$ cat src/rtl/bst_pkg.sv
package bst_pkg;

  localparam logic [2:0] CMD_IDLE  = 3'b000;
  localparam logic [2:0] CMD_WRITE = 3'b001;
  localparam logic [2:0] CMD_READ  = 3'b010;

  localparam logic [1:0] RSP_NONE  = 2'b00;
  localparam logic [1:0] RSP_VALID = 2'b01;

  typedef enum logic [1:0] {
    ST_IDLE  = 2'd0,
    ST_WRITE = 2'd1,
    ST_READ  = 2'd2
  } ctrl_state_e;

endpackage

$ cat src/rtl/bst_decode.sv
module bst_decode #(
  parameter int ADDR_W = 13,
  parameter int DEPTH  = 256
) (
  input  logic [2:0]        cmd,
  input  logic [ADDR_W-1:0] addr,
  output logic              hit_wr,
  output logic              hit_rd
);
  import bst_pkg::*;

  localparam logic [ADDR_W:0] LIMIT = (ADDR_W+1)'(DEPTH);

  logic in_range;

  assign in_range = ({1'b0, addr} < LIMIT);
  assign hit_wr   = in_range && (cmd == CMD_WRITE);
  assign hit_rd   = in_range && (cmd == CMD_READ);

endmodule

$ cat src/rtl/bst_ram.sv
module bst_ram #(
  parameter int DATA_W = 8,
  parameter int DEPTH  = 256,
  parameter int IDX_W  = $clog2(DEPTH)
) (
  input  logic              clk,
  input  logic              wr_en,
  input  logic [IDX_W-1:0]  wr_idx,
  input  logic [DATA_W-1:0] wr_data,
  input  logic              rd_en,
  input  logic [IDX_W-1:0]  rd_idx,
  output logic [DATA_W-1:0] rd_q
);

  logic [DATA_W-1:0] store [DEPTH];

  always_ff @(posedge clk) begin
    if (wr_en) begin
      store[wr_idx] <= wr_data;
    end
  end

  always_ff @(posedge clk) begin
    if (rd_en) begin
      rd_q <= store[rd_idx];
    end
  end

endmodule

$ cat src/rtl/bst_ctrl.sv
module bst_ctrl #(
  parameter int DATA_W = 8,
  parameter int IDX_W  = 8
) (
  input  logic              clk,
  input  logic              rst,
  input  logic              hit_wr,
  input  logic              hit_rd,
  input  logic [IDX_W-1:0]  req_idx,
  input  logic [DATA_W-1:0] req_wdata,
  input  logic [DATA_W-1:0] ram_q,
  output logic              ram_wr_en,
  output logic [IDX_W-1:0]  ram_wr_idx,
  output logic [DATA_W-1:0] ram_wr_data,
  output logic              ram_rd_en,
  output logic              accept,
  output logic [1:0]        code,
  output logic [DATA_W-1:0] rdata
);
  import bst_pkg::*;

  ctrl_state_e       state;
  logic [IDX_W-1:0]  held_idx;
  logic [DATA_W-1:0] held_data;

  // The memory is read from the live request address while idle, so the
  // byte is ready by the time the read state registers it.
  assign ram_rd_en   = (state == ST_IDLE);
  assign ram_wr_en   = (state == ST_WRITE);
  assign ram_wr_idx  = held_idx;
  assign ram_wr_data = held_data;

  always_ff @(posedge clk) begin
    if (rst) begin
      state     <= ST_IDLE;
      accept    <= 1'b0;
      code      <= RSP_NONE;
      rdata     <= '0;
      held_idx  <= '0;
      held_data <= '0;
    end else begin
      accept <= 1'b0;
      code   <= RSP_NONE;
      unique case (state)
        ST_IDLE: begin
          if (hit_wr) begin
            state     <= ST_WRITE;
            held_idx  <= req_idx;
            held_data <= req_wdata;
          end else if (hit_rd) begin
            state <= ST_READ;
          end
        end
        ST_WRITE: begin
          accept <= 1'b1;
          state  <= ST_IDLE;
        end
        ST_READ: begin
          accept <= 1'b1;
          code   <= RSP_VALID;
          rdata  <= ram_q;
          state  <= ST_IDLE;
        end
        default: state <= ST_IDLE;
      endcase
    end
  end

endmodule

$ cat src/rtl/byte_store_target.sv
module byte_store_target #(
  parameter int ADDR_W = 13,
  parameter int DATA_W = 8,
  parameter int DEPTH  = 256
) (
  input  logic              clk,
  input  logic              rst,
  input  logic [2:0]        req_cmd,
  input  logic [ADDR_W-1:0] req_addr,
  input  logic [DATA_W-1:0] req_wdata,
  output logic              rsp_accept,
  output logic [1:0]        rsp_code,
  output logic [DATA_W-1:0] rsp_rdata
);

  localparam int IDX_W = $clog2(DEPTH);

  logic              hit_wr;
  logic              hit_rd;
  logic              ram_wr_en;
  logic              ram_rd_en;
  logic [IDX_W-1:0]  ram_wr_idx;
  logic [DATA_W-1:0] ram_wr_data;
  logic [DATA_W-1:0] ram_q;
  logic [IDX_W-1:0]  req_idx;

  assign req_idx = req_addr[IDX_W-1:0];

  bst_decode #(
    .ADDR_W (ADDR_W),
    .DEPTH  (DEPTH)
  ) u_decode (
    .cmd    (req_cmd),
    .addr   (req_addr),
    .hit_wr (hit_wr),
    .hit_rd (hit_rd)
  );

  bst_ctrl #(
    .DATA_W (DATA_W),
    .IDX_W  (IDX_W)
  ) u_ctrl (
    .clk         (clk),
    .rst         (rst),
    .hit_wr      (hit_wr),
    .hit_rd      (hit_rd),
    .req_idx     (req_idx),
    .req_wdata   (req_wdata),
    .ram_q       (ram_q),
    .ram_wr_en   (ram_wr_en),
    .ram_wr_idx  (ram_wr_idx),
    .ram_wr_data (ram_wr_data),
    .ram_rd_en   (ram_rd_en),
    .accept      (rsp_accept),
    .code        (rsp_code),
    .rdata       (rsp_rdata)
  );

  bst_ram #(
    .DATA_W (DATA_W),
    .DEPTH  (DEPTH),
    .IDX_W  (IDX_W)
  ) u_ram (
    .clk     (clk),
    .wr_en   (ram_wr_en),
    .wr_idx  (ram_wr_idx),
    .wr_data (ram_wr_data),
    .rd_en   (ram_rd_en),
    .rd_idx  (req_idx),
    .rd_q    (ram_q)
  );

endmodule

$ cat config.mk
export PLATFORM = sky130hd
export DESIGN_NAME = byte_store_target
export DESIGN_NICKNAME = d
export VERILOG_FILES = /design/src/rtl/bst_pkg.sv /design/src/rtl/bst_decode.sv /design/src/rtl/bst_ram.sv /design/src/rtl/bst_ctrl.sv /design/src/rtl/byte_store_target.sv
export SDC_FILE = /design/constraint.sdc
export NUM_CORES = 2
export LEC_CHECK = 0
export BUFFER_PORTS_ARGS = -buffer_cell sky130_fd_sc_hd__buf_4
export CAP_MARGIN = 5
export CORE_MARGIN = 5
export CORE_UTILIZATION = 25
export CTS_CLUSTER_DIAMETER = 80
export DETAILED_ROUTE_END_ITERATION = 10
export GPL_ROUTABILITY_DRIVEN = 0
export GPL_TIMING_DRIVEN = 0
export PLACE_DENSITY = 0.45
export SLEW_MARGIN = 5
export SYNTH_ARGS = -nofsm -noshare
export SYNTH_HDL_FRONTEND = slang
export SYNTH_SLANG_ARGS = --single-unit
$ cat constraint.sdc
create_clock -name clk -period 9.9 [get_ports clk]
set_clock_uncertainty 0.15 [all_clocks]
set_input_delay 0.99 -clock clk [delete_from_list [all_inputs] [get_ports clk]]
set_output_delay 0.99 -clock clk [all_outputs]
set_load 0.1 [all_outputs]
After elaboration in Yosys (flattened, before gate mapping)
Memory sizes are Yosys's and may differ from the RTL's. A register that Yosys moved wholly into a read port is not among the register bits.
Cells that the tools add are included.
{"block": "op_classes", "muxes": 6, "reduce_logical": 8, "order_cmp": 1, "eq_ne": 4, "bitwise_logic": 1}
{"op": "13-bit by 9-bit less-than comparator with 1-bit output, second input constant", "n": 1}
{"op": "1-bit two-way mux", "n": 6}
{"op": "2-bit OR reduction", "n": 2}
{"op": "3-bit by 1-bit equality test with 1-bit output, second input constant", "n": 1}
{"op": "3-bit by 2-bit equality test with 1-bit output, second input constant", "n": 1}
{"op": "3-bit OR reduction", "n": 1}
{"op": "2-bit by 1-bit equality test with 1-bit output, second input constant", "n": 1}
{"op": "2-bit equality test, second input constant", "n": 1}
{"op": "1-bit logical AND", "n": 2}
{"op": "2-bit logical NOT", "n": 1}
{"op": "2-bit AND reduction", "n": 1}
{"op": "2-bit nonzero test", "n": 1}
{"op": "1-bit NOT", "n": 1}
{"block": "word_totals", "in_bits": 26, "reg_bits": 29, "ram_bits": 2048, "output_inout_bits": 11, "mem_count": 1, "word_cells": 28}
{"memory": "u_ram.store", "words": 256, "width": 8, "rd": 1, "rd_ports_with_merged_regs": 1, "write_ports": 1, "line": "bst_ram.sv:15", "rtl": "logic [DATA_W-1:0] store [DEPTH];"}

Depth between registers and ports, before layout
{"block": "depth", "word_depth": 4, "ltp_mapped": 11, "depth_no_buf": 6}

Hierarchy
Synthesis repeated with hierarchy kept, for this count alone.
{"block": "unflattened", "hier_cells": 3856, "hier_area_um2": 80916.4}
{"module": "bst_ram", "instances": 1, "cells_each": 3733, "area_per_inst_um2": 79636.4, "seq_area_each_um2": 61739.2}
{"module": "bst_ctrl", "instances": 1, "cells_each": 119, "area_per_inst_um2": 1243.7, "seq_area_each_um2": 560.5}
{"module": "bst_decode", "instances": 1, "cells_each": 4, "area_per_inst_um2": 36.3, "seq_area_each_um2": 0.0}

Worst setup path after synthesis
OpenSTA, ideal clock, no wires.
{"block": "synth_path", "path_type": "flip-flop to flip-flop", "startpoint": "register u_ctrl.held_data[0], in the netlist u_ctrl.ram_wr_data[0]", "endpoint": "memory u_ram.store[0][0], data pin", "arrival_ns": 3.397, "stages_incl_launch_ff": 1, "slack_ns": 5.497, "synth_period_minus_slack_ns": 4.403, "n_path_buf": 0, "required_time_ns": 8.894, "setup_ns": 0.856, "cell_sequence": "dfxtp_1"}
{"item": "start: declaration", "line": "bst_ctrl.sv:24", "rtl": "logic [DATA_W-1:0] held_data;"}
{"item": "start signal: assignment", "line": "bst_ctrl.sv:49", "rtl": "held_data <= req_wdata;"}
{"item": "end: declaration", "line": "bst_ram.sv:15"}
No word-level cell before the write port.

==> out/qor.csv <==
metric,value,unit
path_cells,"buf_4, buf_2, buf_2, nor2_1, clkbuf_1, a22oi_1, a21oi_1, nor4_1, nor4_1",
vias_per_cell,4.83,
crit_path_end_kind,register,
die_w,577,um
boundaryPins,37,
hpwl,191,mm
synthDistinctLibCells,50,
path_buf_inv,4,
swShare,21.9,%
hold_end,u_ctrl.ram_wr_data[4]$_SDFFE_PP0P_,
crit_fanout,10,
netlist_top_cells_area,"edfxtp_1 77%, mux4_2 12%, mux2i_1 2.0%",
r2r_start,u_ctrl.state[1]$_SDFFE_PP0P_,
hold_viol_final,0,
max_stage_delay,930,ps
die_height,577,um
dpl_cell_area,0.0872,mm^2
slew_violations,0,
antenna_found_initial,23,
p_per_area,194,mW/mm^2
grtUsageTotal,16.1,%
worstMarginPinSlew,1420,ps
period_needed,5300,ps
layout-drive-gt1-share,22.3,%
overflow,0,
postLayoutCellArea,0.0941,mm^2
synth_flop_cell,edfxtp_1,
power_frac_comb,3.9,%
pwr-share-clk,43.7,%
ys_ff_latch,2084,
io_buffers,32,
required,10250,ps
hold_path_class,in -> reg,
worstRegToRegCells,6,
start_util,25.1,%
status,finished clean,
p_leak,0.0277,uW
first_pass_iters,5,
critPathKind,in -> reg,
rows,208,
synth.most_common_cell,edfxtp_1,
rrSetupSlack,5970,ps
vdd_drop_max,120,uV
fmax,189,MHz
n_fill_cell,31565,
synthTopCellsByCount,"2,056 x edfxtp_1, 444 x mux4_2, 313 x nor2_1, 162 x a22oi_1, 159 x mux2i_1",
numCtsBuffers,226,
power.share.sequential,52.3,%
cts_hold_buf,0,
clock_path_buffers,3,
synth_area_leader_cell,edfxtp_1,
drt_iter0_drc,4919,
async_reset_ff_share,0,%
final_core_util,29.3,%
synth_seq_area_share,77.5,%
cts_setup_buffers,0,
syn-cell-area,0.0804,mm^2
worst_setup_path_start_kind,primary input,
dieArea,0.333,mm^2
insertion_delay,880,ps
cts_sinks,2084,
ant_nets,0,
internal-power,14300,uW
rsz0062_at_grt,no,
yosys.area.top_type_share,76.8,%
synth_edf_count,2056,
drt-total-wl,275,mm
avgSynthCellArea,20.8,um^2
area_delta_synth_final,17.0,%
cts_tree,built,
cp-startpoint,req_addr[3],
min-delay-start,req_wdata[4],
r2r-end,u_ram.store[80][7]$_DFFE_PP_,
syn_nets,3889,
period_share,53.6,%
p_sw,4000,uW
critPathSlowestCell,clkbuf_1,
core_area,0.321,mm^2
grt_max_degree,78,
tns,0,ps
grt_pass1_vias,41940,
htree_levels,4,
multiInputGateArea,0.0167,mm^2
nets,4193,
maxCapViolCount,0,
cts.clk_slew.worst_paths,60,ps
vias,41778,
drc,0,
regArea,0.0623,mm^2
synth_cells,3860,
cts_resized,0,
max_slew_margin,5.26,%
grt_pass1_wl,369,mm
root_buffer,clkbuf_16,
setup_viol,0,
critical-path-top-delay-family,simple AND/OR/NAND/NOR gates,
yosys_warnings,0,
holdPathStages,3,
wl_per_cell,31.8,um
cp.arrival,5660,ps
cells by family (layout without fill, tap and decap cells):
logic type,after synthesis,after routing,synth area share (%)
AND/OR/NAND/NOR,469,469,2.55
other,1,6,0.00466
multiplexers,603,603,14.4
AO/OA/AOI/OAI,448,448,3.73
flip-flops,2084,2084,77.5
adder cells (fa/ha/maj),3,3,0.0467
buffers and inverters,252,733,1.81
state kept, by name, indices dropped and copies added (netlist names):
name and cells:
u_ram.rd_q 8, u_ctrl.code 1, u_ram.store 2048, u_ctrl.ram_wr_data 8, u_ctrl.rdata 8, u_ctrl.ram_wr_idx 8, u_ctrl.state 2, u_ctrl.accept 1
power groups by stage:
| stage | Combinational (uW) | Clock (uW) | Sequential (uW) |
|---|---|---|---|
| after global routing | 736 | 8480 | 9550 |
| after floorplan | 358 | 0 | 9750 |
| after CTS | 723 | 8130 | 9560 |
| after detailed placement | 722 | 0 | 9740 |
| after global placement | 714 | 0 | 9750 |
| final | 722 | 7990 | 9560 |
worst register-to-register path, cell delays in order (launching register included):
cell	delay, ps
dfxtp_1	340
inv_1	90
ha_1	270
clkbuf_1	430
nand3_1	540
clkbuf_2	680
nor2_1	1040
cell usage in the layout (no fill, tap or decap), drive strengths merged, types with 6 or more instances in the layout:
master	synthesis	layout
edfxtp	2056	2056
mux4	444	444
clkbuf	120	418
nor2	313	313
buf	127	203
a22oi	162	162
mux2i	159	159
a21oi	110	110
clkinv	0	85
o21ai	44	44
o22ai	40	40
nand2	29	29
nor4	29	29
dfxtp	28	28
o221ai	25	25
nand3	25	25
a31oi	17	17
nor3	15	15
inv	5	15
nor2b	14	14
nand2b	11	11
a22o	11	11
a221oi	11	11
nand4	10	10
bufinv	0	10
o32ai	8	8
nand3b	6	6
worst max-delay path by stage:
stage,end,slack [ps],depth (start not counted)
after floorplan,u_ram.store[0][0]$_DFFE_PP_,5500,0
after global placement,u_ram.store[78][0]$_DFFE_PP_,600,0
after detailed placement,u_ram.rd_q[0]$_DFFE_PN_,3580,9
after CTS,u_ram.rd_q[0]$_DFFE_PN_,4510,9
after global routing,u_ram.rd_q[0]$_DFFE_PN_,4670,9
final,u_ram.rd_q[0]$_DFFE_PN_,4600,9
layer usage:
metal,vias up,wire length (um),GRT usage [%]
met2,1672,131000,26.3
met4,4,9860,5.33
met3,392,17300,2.92
li1,16753,-,-
met1,22957,117000,21.8
met5,-,32,0
area by class of cell:
| type | count | area share (%) |
|---|---|---|
| Buffer | 247 | 1.55 |
| Clock inverter | 107 | 0.896 |
| Antenna cell | 5 | 0.0133 |
| Sequential cell | 2084 | 66.2 |
| Inverter | 5 | 0.0199 |
| Tap cell | 4305 | 5.72 |
| Multi-Input combinational cell | 1524 | 17.7 |
| Timing Repair Buffer | 76 | 1.42 |
| Clock buffer | 298 | 6.39 |
per-stage QoR:
stage | hold slack, ps | worst slack [ps] | cells | total power, uW
global placement | 321 | 598 | 8197 | 10500
global route | 181 | 4670 | 8647 | 18800
CTS | 143 | 4510 | 8646 | 18400
floorplan | 307 | 5500 | 3860 | 10100
detailed placement | 335 | 3580 | 8241 | 10500
finish | 214 | 4600 | 8651 | 18300
(Power assumes the default switching activity.)
